`config.mk`:
```
export PLATFORM = sky130hd
export DESIGN_NAME = i2c_target
export DESIGN_NICKNAME = d
export VERILOG_FILES = /design/src/rtl/i2ct_pkg.sv /design/src/rtl/i2ct_sync.sv /design/src/rtl/i2ct_cond.sv /design/src/rtl/i2ct_addr_dec.sv /design/src/rtl/i2c_target.sv
export SDC_FILE = /design/constraint.sdc
export NUM_CORES = 1
export LEC_CHECK = 0
export BUFFER_PORTS_ARGS = -buffer_cell sky130_fd_sc_hd__buf_2
export CAP_MARGIN = 20
export CORE_ASPECT_RATIO = 1.4
export CORE_MARGIN = 8
export CORE_UTILIZATION = 30
export DETAILED_ROUTE_END_ITERATION = 10
export SYNTH_ARGS = -nofsm -noshare
export SYNTH_HDL_FRONTEND = slang
export SYNTH_SLANG_ARGS = --single-unit
```
`constraint.sdc`:
```
create_clock -name clk_i -period 2.25 [get_ports clk_i]
set_clock_uncertainty 0.05 [all_clocks]
set_input_delay 0.675 -clock clk_i [delete_from_list [all_inputs] [get_ports clk_i]]
set_output_delay 0.675 -clock clk_i [all_outputs]
set_load 0.03 [all_outputs]
```
`src/rtl/i2ct_pkg.sv`:
```
package i2ct_pkg;
  localparam int BYTE_W = 8;
  localparam int ADDR_W = 10;
  localparam logic [4:0] TEN_TAG = 5'b11110;

  typedef enum logic [2:0] {
    ST_IDLE, ST_RECV, ST_ACK, ST_LOAD, ST_SETUP, ST_SEND, ST_MACK
  } st_e;

  typedef enum logic [1:0] {PH_ADR1, PH_ADR2, PH_WR, PH_RD} ph_e;

  typedef struct packed {
    logic ack;
    ph_e  nxt;
    logic gc;
    logic ten_set;
    logic ten_clr;
  } dec_t;
endpackage

```
`src/rtl/i2ct_sync.sv`:
```
module i2ct_sync #(
  parameter int STAGES = 2,
  parameter int WIDTH  = 2
) (
  input  logic             clk_i,
  input  logic             rst_ni,
  input  logic [WIDTH-1:0] d_i,
  output logic [WIDTH-1:0] q_o
);
  logic [WIDTH-1:0] stage_q [STAGES];

  for (genvar s = 0; s < STAGES; s++) begin : g_stage
    if (s == 0) begin : g_first
      always_ff @(posedge clk_i or negedge rst_ni)
        if (!rst_ni) stage_q[s] <= '1;
        else         stage_q[s] <= d_i;
    end else begin : g_next
      always_ff @(posedge clk_i or negedge rst_ni)
        if (!rst_ni) stage_q[s] <= '1;
        else         stage_q[s] <= stage_q[s-1];
    end
  end

  assign q_o = stage_q[STAGES-1];
endmodule

```
`src/rtl/i2ct_cond.sv`:
```
module i2ct_cond (
  input  logic clk_i,
  input  logic rst_ni,
  input  logic scl_i,
  input  logic sda_i,
  output logic start_o,
  output logic stop_o,
  output logic rise_o,
  output logic fall_o
);
  logic scl_q, sda_q;

  always_ff @(posedge clk_i or negedge rst_ni)
    if (!rst_ni) begin
      scl_q <= 1'b1;
      sda_q <= 1'b1;
    end else begin
      scl_q <= scl_i;
      sda_q <= sda_i;
    end

  assign start_o = scl_i & scl_q & sda_q & ~sda_i;
  assign stop_o  = scl_i & scl_q & ~sda_q & sda_i;
  assign rise_o  = scl_i & ~scl_q;
  assign fall_o  = ~scl_i & scl_q;
endmodule

```
`src/rtl/i2ct_addr_dec.sv`:
```
module i2ct_addr_dec
  import i2ct_pkg::*;
(
  input  logic [BYTE_W-1:0] byte_i,
  input  ph_e               phase_i,
  input  logic [ADDR_W-1:0] own_addr_i,
  input  logic              addr10_en_i,
  input  logic              gc_en_i,
  input  logic              ten_full_i,
  output dec_t              dec_o
);
  logic gc_hit, hdr10, hit7;

  always_comb begin
    gc_hit = gc_en_i && (byte_i == '0);
    hdr10  = addr10_en_i && (byte_i[7:3] == TEN_TAG)
             && (byte_i[2:1] == own_addr_i[ADDR_W-1 -: 2]);
    hit7   = !addr10_en_i && (byte_i[7:1] == own_addr_i[6:0]);
    dec_o     = '0;
    dec_o.nxt = PH_ADR1;
    case (phase_i)
      PH_ADR1: begin
        if (gc_hit) begin
          dec_o.ack = 1'b1; dec_o.nxt = PH_WR; dec_o.gc = 1'b1; dec_o.ten_clr = 1'b1;
        end else if (hdr10 && !byte_i[0]) begin
          dec_o.ack = 1'b1; dec_o.nxt = PH_ADR2; dec_o.ten_clr = 1'b1;
        end else if (hdr10 && ten_full_i) begin
          dec_o.ack = 1'b1; dec_o.nxt = PH_RD;   // read after full 10-bit write match
        end else if (hit7) begin
          dec_o.ack = 1'b1; dec_o.nxt = byte_i[0] ? PH_RD : PH_WR; dec_o.ten_clr = 1'b1;
        end else begin
          dec_o.ten_clr = 1'b1;
        end
      end
      PH_ADR2: begin
        if (byte_i == own_addr_i[7:0]) begin
          dec_o.ack = 1'b1; dec_o.nxt = PH_WR; dec_o.ten_set = 1'b1;
        end else begin
          dec_o.ten_clr = 1'b1;
        end
      end
      default: begin
        dec_o.ack = 1'b1;
        dec_o.nxt = phase_i;
      end
    endcase
  end
endmodule

```
`src/rtl/i2c_target.sv`:
```
module i2c_target
  import i2ct_pkg::*;
#(
  parameter int SYNC_STAGES = 2
) (
  input  logic              clk_i,
  input  logic              rst_ni,
  input  logic              scl_i,
  input  logic              sda_i,
  output logic              scl_oe_o,
  output logic              sda_oe_o,
  input  logic [ADDR_W-1:0] own_addr_i,
  input  logic              addr10_en_i,
  input  logic              gc_en_i,
  output logic [BYTE_W-1:0] rx_data_o,
  output logic              rx_valid_o,
  output logic              rx_gc_o,
  input  logic [BYTE_W-1:0] tx_data_i,
  input  logic              tx_valid_i,
  output logic              tx_req_o
);
  localparam int CNT_W = $clog2(BYTE_W);
  localparam logic [CNT_W-1:0] LAST_BIT = CNT_W'(BYTE_W - 1);

  logic scl_s, sda_s;
  logic start, stop, rise, fall;
  st_e  st;
  ph_e  ph;
  logic [CNT_W-1:0]  bit_cnt;
  logic [BYTE_W-1:0] shreg, byte_in;
  logic ack_drv, slot, mack, is_gc, ten_full;
  dec_t dec;

  i2ct_sync #(.STAGES(SYNC_STAGES), .WIDTH(2)) u_sync (
    .clk_i, .rst_ni, .d_i({scl_i, sda_i}), .q_o({scl_s, sda_s})
  );

  i2ct_cond u_cond (
    .clk_i, .rst_ni, .scl_i(scl_s), .sda_i(sda_s),
    .start_o(start), .stop_o(stop), .rise_o(rise), .fall_o(fall)
  );

  assign byte_in = {shreg[BYTE_W-2:0], sda_s};

  i2ct_addr_dec u_dec (
    .byte_i(byte_in), .phase_i(ph), .own_addr_i, .addr10_en_i,
    .gc_en_i, .ten_full_i(ten_full), .dec_o(dec)
  );

  always_ff @(posedge clk_i or negedge rst_ni) begin
    if (!rst_ni) begin
      st <= ST_IDLE;  ph <= PH_ADR1;  bit_cnt <= '0;  shreg <= '0;
      ack_drv <= 1'b0;  slot <= 1'b0;  mack <= 1'b0;
      is_gc <= 1'b0;  ten_full <= 1'b0;
      rx_valid_o <= 1'b0;  rx_data_o <= '0;  rx_gc_o <= 1'b0;
    end else begin
      rx_valid_o <= 1'b0;
      if (stop) begin
        st <= ST_IDLE;  ph <= PH_ADR1;  bit_cnt <= '0;
        ack_drv <= 1'b0;  is_gc <= 1'b0;  ten_full <= 1'b0;
      end else if (start) begin
        // ten_full survives a repeated start
        st <= ST_RECV;  ph <= PH_ADR1;  bit_cnt <= '0;
        ack_drv <= 1'b0;  is_gc <= 1'b0;
      end else begin
        case (st)
          ST_RECV: if (rise) begin
            shreg   <= byte_in;
            bit_cnt <= bit_cnt + 1'b1;
            if (bit_cnt == LAST_BIT) begin
              if (dec.ack) begin
                ph   <= dec.nxt;
                st   <= ST_ACK;
                slot <= 1'b0;
                if (ph == PH_WR) begin
                  rx_valid_o <= 1'b1;
                  rx_data_o  <= byte_in;
                  rx_gc_o    <= is_gc;
                end
                if (ph == PH_ADR1) is_gc <= dec.gc;
              end else begin
                st <= ST_IDLE;
              end
              if (dec.ten_set)      ten_full <= 1'b1;
              else if (dec.ten_clr) ten_full <= 1'b0;
            end
          end
          ST_ACK: if (fall) begin
            if (!slot) begin
              ack_drv <= 1'b1;
              slot    <= 1'b1;
            end else begin
              ack_drv <= 1'b0;
              st      <= (ph == PH_RD) ? ST_LOAD : ST_RECV;
            end
          end
          ST_LOAD: if (tx_valid_i) begin
            shreg <= tx_data_i;
            st    <= ST_SETUP;
          end
          ST_SETUP: st <= ST_SEND;  // data settles before SCL is released
          ST_SEND: if (fall) begin
            if (bit_cnt == LAST_BIT) begin
              bit_cnt <= '0;
              mack    <= 1'b0;
              st      <= ST_MACK;
            end else begin
              bit_cnt <= bit_cnt + 1'b1;
              shreg   <= {shreg[BYTE_W-2:0], 1'b1};
            end
          end
          ST_MACK: begin
            if (rise)      mack <= ~sda_s;
            else if (fall) st   <= mack ? ST_LOAD : ST_IDLE;
          end
          default: ;
        endcase
      end
    end
  end

  assign tx_req_o = (st == ST_LOAD);
  assign scl_oe_o = (st == ST_LOAD) || (st == ST_SETUP);
  assign sda_oe_o = ack_drv | (((st == ST_SETUP) || (st == ST_SEND)) & ~shreg[BYTE_W-1]);
endmodule

```
; ---- Word level (Yosys, flattened, before mapping)
; Index checks and enable logic that the tools add are counted.
[word_totals]
out_inout_bits = 13
ff_bits = 37
in_bits = 25
elab_cells = 187
[op_classes]
eq_ne = 33
reduce_logical = 39
n_bitwise = 16
mux = 82
addsub = 1
[ops]
columns = cell, n
row1 = two-way mux 3 bit, 21
row2 = two-way mux 1 bit, 41
row3 = two-way mux 8 bit, 4
row4 = inequality test 4 bit (second input constant), 8
row5 = nonzero test 3 bit, 9
row6 = case mux 8 bit (3 select lines), 1
row7 = AND reduction 7 bit, 3
row8 = two-way mux 2 bit, 9
row9 = inequality test 2 bit (second input constant), 9
row10 = case mux 3 bit (6 select lines), 1
row11 = AND reduction 5 bit, 3
row12 = equality test 3 bit (second input constant), 4
row13 = case mux 3 bit (2 select lines), 2
row14 = AND reduction 10 bit, 1
row15 = nonzero test 2 bit, 5
row16 = AND 1 bit, 8
row17 = equality test 8 bit, 1
row18 = logical NOT 8 bit, 1
row19 = nonzero test 4 bit, 2
row20 = nonzero test 8 bit, 1
row21 = equality test 7 bit, 1
row22 = NOT 1 bit, 7
row23 = equality test 3 x 2 -> 1 bit (second input constant), 2
row24 = logical AND 1 bit, 6
row25 = other kinds (16), 21

; ---- Logic depth before layout (Yosys ltp)
[logic_depth]
depth_word = 15
depth_mapped = 7
depth_no_buf = 7

; ---- Modules after synthesis
; From an unflattened synthesis, not the netlist that was laid out.
[unflattened]
cells_unflattened = 228
hier_area_um2 = 2347.3
[modules_own_cells]
columns = mod, cells_per_inst, area_each_um2, instances, seq_area_each_um2
row1 = i2c_target, 166, 1788.0, 1, 775.7
row2 = i2ct_addr_dec, 50, 351.6, 1, 0.0
row3 = i2ct_sync, 6, 120.1, 1, 105.1
row4 = i2ct_cond, 6, 87.6, 1, 52.6

; ---- Least setup slack after synthesis
; OpenSTA, ideal clock, no wires.
[synth_timing]
path_type = register to output
start = register st[2]
end = output port scl_oe_o
setup_slack_ns = 0.085
stages_incl_launch_ff = 6
path_buffers = 2
required_time_ns = 1.525
arrival_ns = 1.440
path_cell_list = dfrtp_1 clkbuf_1 clkbuf_1 nor2_1 nand2_1 o21ai_0
[synth_between]
elab_chain_cells = 2
word_cells_on_any_way = 3
classes_between = 2 x eq/ne / 1 x reduce/logical
[synth_lines]
columns = item, line
row1 = from (decl), i2c_target.sv:27  ; st_e st;
row2 = from (signal assigned), i2c_target.sv:94  ; st <= (ph == PH_RD) ? ST_LOAD : ST_RECV;
row3 = from (signal assigned), i2c_target.sv:114  ; else if (fall) st <= mack ? ST_LOAD : ST_IDLE;
row4 = equality test 3 x 2 -> 1 bit or equality test 3 bit (tied branches), i2c_target.sv:123  ; assign scl_oe_o = (st == ST_LOAD) || (st == ST_SETUP);
row5 = logical OR 1 bit (*), i2c_target.sv:123
row6 = to (decl), i2c_target.sv:10  ; output logic scl_oe_o,
; Every way passes the cells marked *; elsewhere a longest branch is shown, timed or not.

; ---- Worst setup path in the final report
[layout_timing]
start = register bit_cnt[0]
end = register rx_data_o[6]
[layout_between]
elab_chain_cells = 2
[layout_lines]
columns = item, line
row1 = from (decl), i2c_target.sv:29  ; logic [CNT_W-1:0] bit_cnt;
row2 = from (signal assigned), i2c_target.sv:69  ; bit_cnt <= bit_cnt + 1'b1;
row3 = from (signal assigned), i2c_target.sv:108  ; bit_cnt <= bit_cnt + 1'b1;
row4 = equality test 3 bit, i2c_target.sv:70  ; if (bit_cnt == LAST_BIT) begin
row5 = AND reduction 7 bit (no source line), -
row6 = to (signal assigned), i2c_target.sv:77  ; rx_data_o <= byte_in;
row7 = to (decl), i2c_target.sv:15  ; output logic [BYTE_W-1:0] rx_data_o,
; No other way between the ends.
; A chain may end at the register's enable or synchronous reset.

==> impl_metrics.toml <==
[synth]
synth_common_cells = "dfrtp_1, nand2_1, nor2_1, xnor2_1, mux2_1"
synth_area_sq_um = 2190
synth.most_common_cell = "dfrtp_1"
synth_edf_count = 0
yosysTopAreaCellShare_pct = 35.4
synth.area.top_cells = "dfrtp_1, dfstp_2, mux2_1"
avgSynthCellArea_sq_um = 9.65
syn_inst = 227
yosysTopAreaCell = "dfrtp_1"
ys_ff_latch = 37
synthFlopType = "dfrtp_1"
ys_warn_count = 0
syn-num-nets = 254
ys_seq_area_share_pct = 42.6
synth_cell_types = 56
async_flop_share_pct = 100

[critical_path]
timing.rr.start = "bit_cnt[0]"
worstPathRequired_ns = 2.37
worst_ep_arrival_time_ns = 2.29
cp-end-kind = "flip-flop"
crit_fanout = 5
timing.rr.end = "rx_data_o[6]"
crit_type = "reg -> reg"
start_kind = "flip-flop"
reg2reg_slack_ns = 0.08
reg2reg_depth = 7

[cells_and_area]
diodes = 0
fillers = 761
syn_to_final_growth_pct = 21.5
fin_nets = 296
layout-drive-gt1-share_pct = 29.3

[floorplan]
std_cell_rows = 37
ios = 38
die_y_microns = 117
dieArea_sq_um = 10300
dieWidth_microns = 88.2
start_util_pct = 30.3
core-area_sq_um = 7220

[timing]
clock.fmax_ghz = 0.460
finalCriticalPeriod_ns = 2.17
period_share_pct = 96.7
max-slew-margin-rel_pct = 68.0
worst_pin_slew_ns = 0.480
hold_viol_final = 0
maxSlewViolCount = 0
setup_violations = 0
rsz0062_at_grt = "yes"
tns_ns = 0

[routing]
post_drt_wl_per_cell_microns = 15.5
drc = 0
wirelength_microns = 5710
viasPerCell = 5.02
drtIter0Drc = 78
first_pass_iters = 4
ant_nets = 0
via_count = 1844

[global_routing]
grt_pass1_wl_microns = 9210
grt_pass1_vias = 1952
grt_max_degree = 38
antenna_found_initial = 0
grt_use_total_pct = 11.5
gr-total-overflow = 0

[run_status]
status = "finished clean"

[cts]
htree_levels = 2
ctsHoldBuffers = 0
cts_setup_buffers = 0
clk_latency_ns = 0.29
cts_tree = "built"
cts-root-buf = "clkbuf_8"
numCtsBuffers = 5
path_clk_slew_ns = 0.07
clock-sinks = 37
max-clock-path-buffers = 2

[power_and_ir_drop]
finalPower_w = 0.00228
leakagePower_nw = 1.20
ir_drop_mv = 0.453
power.density_nw_per_um2 = 855

[place]
port-buffer-count = 37
dpl.hpwl_microns = 4250
globalplace.congestion = 0.881

[min_path]
hold_path.class = "reg -> reg"
hold_path_end = "u_sync.q_o[1]"
hold_path_depth = 0
hp-start = "u_sync.stage_q[3]"

[run]
cap_violations = 0
[cell families after synthesis]
group | count (synthesis) | share of synthesized area [%]
compound gates | 50 | 16.6
buf+inv | 26 | 5.66
flops | 37 | 42.6
xor+xnor | 18 | 7.20
simple gates | 78 | 18.8
fa+ha+maj | 2 | 1.14
mux | 16 | 7.94
[layout make-up]
type | count | area (sq um) | area share, %
Sequential cell | 37 | 935 | 35.1
Tap cell | 97 | 121 | 4.56
Timing Repair Buffer | 53 | 308 | 11.6
Clock inverter | 1 | 30.0 | 1.13
Multi-Input combinational cell | 164 | 1150 | 43.3
Clock buffer | 7 | 86.3 | 3.24
Inverter | 8 | 30.0 | 1.13
[critical path, stage by stage, from the launching register on]
cell      delay [ns]
dfrtp_1         0.38
ha_1            0.16
ha_2            0.22
nand3b_1        0.15
or2_4           0.32
nor3b_4         0.26
buf_4           0.20
mux2_1          0.33
[sequential cells by signal, indices dropped and copies added, names as in the netlist, 2 cells and up]
register / cells
ph: 2
shreg: 8
u_sync.q_o: 2
st: 3
rx_data_o: 8
bit_cnt: 3
u_sync.stage_q: 2
[power by group]
part | total (W) | internal [W] | switching (W)
sequential | 0.000969 | 0.000788 | 0.000181
clock | 0.000600 | 0.000362 | 0.000238
combinational | 0.000707 | 0.000340 | 0.000367
[metrics by stage]
step                      instance area (sq um)  utilization, %  hold WS, ns  std cells  setup WS [ns]
after floorplan                            2190               -        0.295        227         0.0852
after global placement                     2510            34.8        0.296        358        0.00519
after detailed placement                   2510            34.8        0.298        358        -0.0212
after CTS                                  2630            36.5        0.309        366         0.0507
after global routing                       2660            36.9        0.310        367        -0.0229
final                                      2660            36.9        0.308        367         0.0754
[routing by layer]
layer	share of wire (%)	vias to the layer above	wire length, microns	global-route usage, %
met5	0	-	0	0
met4	3.6	0	204	6.00
met3	3.4	16	193	2.03
met2	52	54	2980	21.0
met1	41	888	2330	12.1
li1	-	886	-	-
[repair_timing]
action                     CTS  global route
gates cloned                 0             1
pin swaps                    0             1
setup endpoints to repair    1            10
resized for setup            1            10
hold endpoints to repair     0             0
[layout by cell type (no fill, tap or decap), types with 2 or more instances in the layout]
master     n
or4_4      2
o31ai_1    2
nand3_1    3
mux2i_1    5
dfstp_2    6
inv_1      7
xnor2_1   12
buf_4     17
nand3b_1   2
nand2_1   25
nor3_1     5
dfrtp_1   30
a31oi_1    7
o22ai_1    5
nand4b_1   2
a21oi_1    8
and3_1     2
xor2_1     6
mux2_1    11
o21a_1     3
nor2b_1    2
nand2b_1   5
buf_2     36
nand4_1    2
clkbuf_8   6
nor2_1    16
o31a_1     2
o21ai_0    5
o211ai_1   4
[how the worst max path moves through the flow]
stage / startpoint / end / slack, ns / depth (start not counted)
2_1_floorplan: st[2] / scl_oe_o / 0.09 / 5
3_3_place_gp: gc_en_i / is_gc / 0.005 / 6
3_5_place_dp: gc_en_i / is_gc / -0.02 / 6
4_1_cts: st[2] / scl_oe_o / 0.05 / 5
5_1_grt: bit_cnt[0] / rx_data_o[6] / -0.02 / 7
6_report: bit_cnt[0] / rx_data_o[6] / 0.08 / 7
Power figures use the tool's default switching activity.
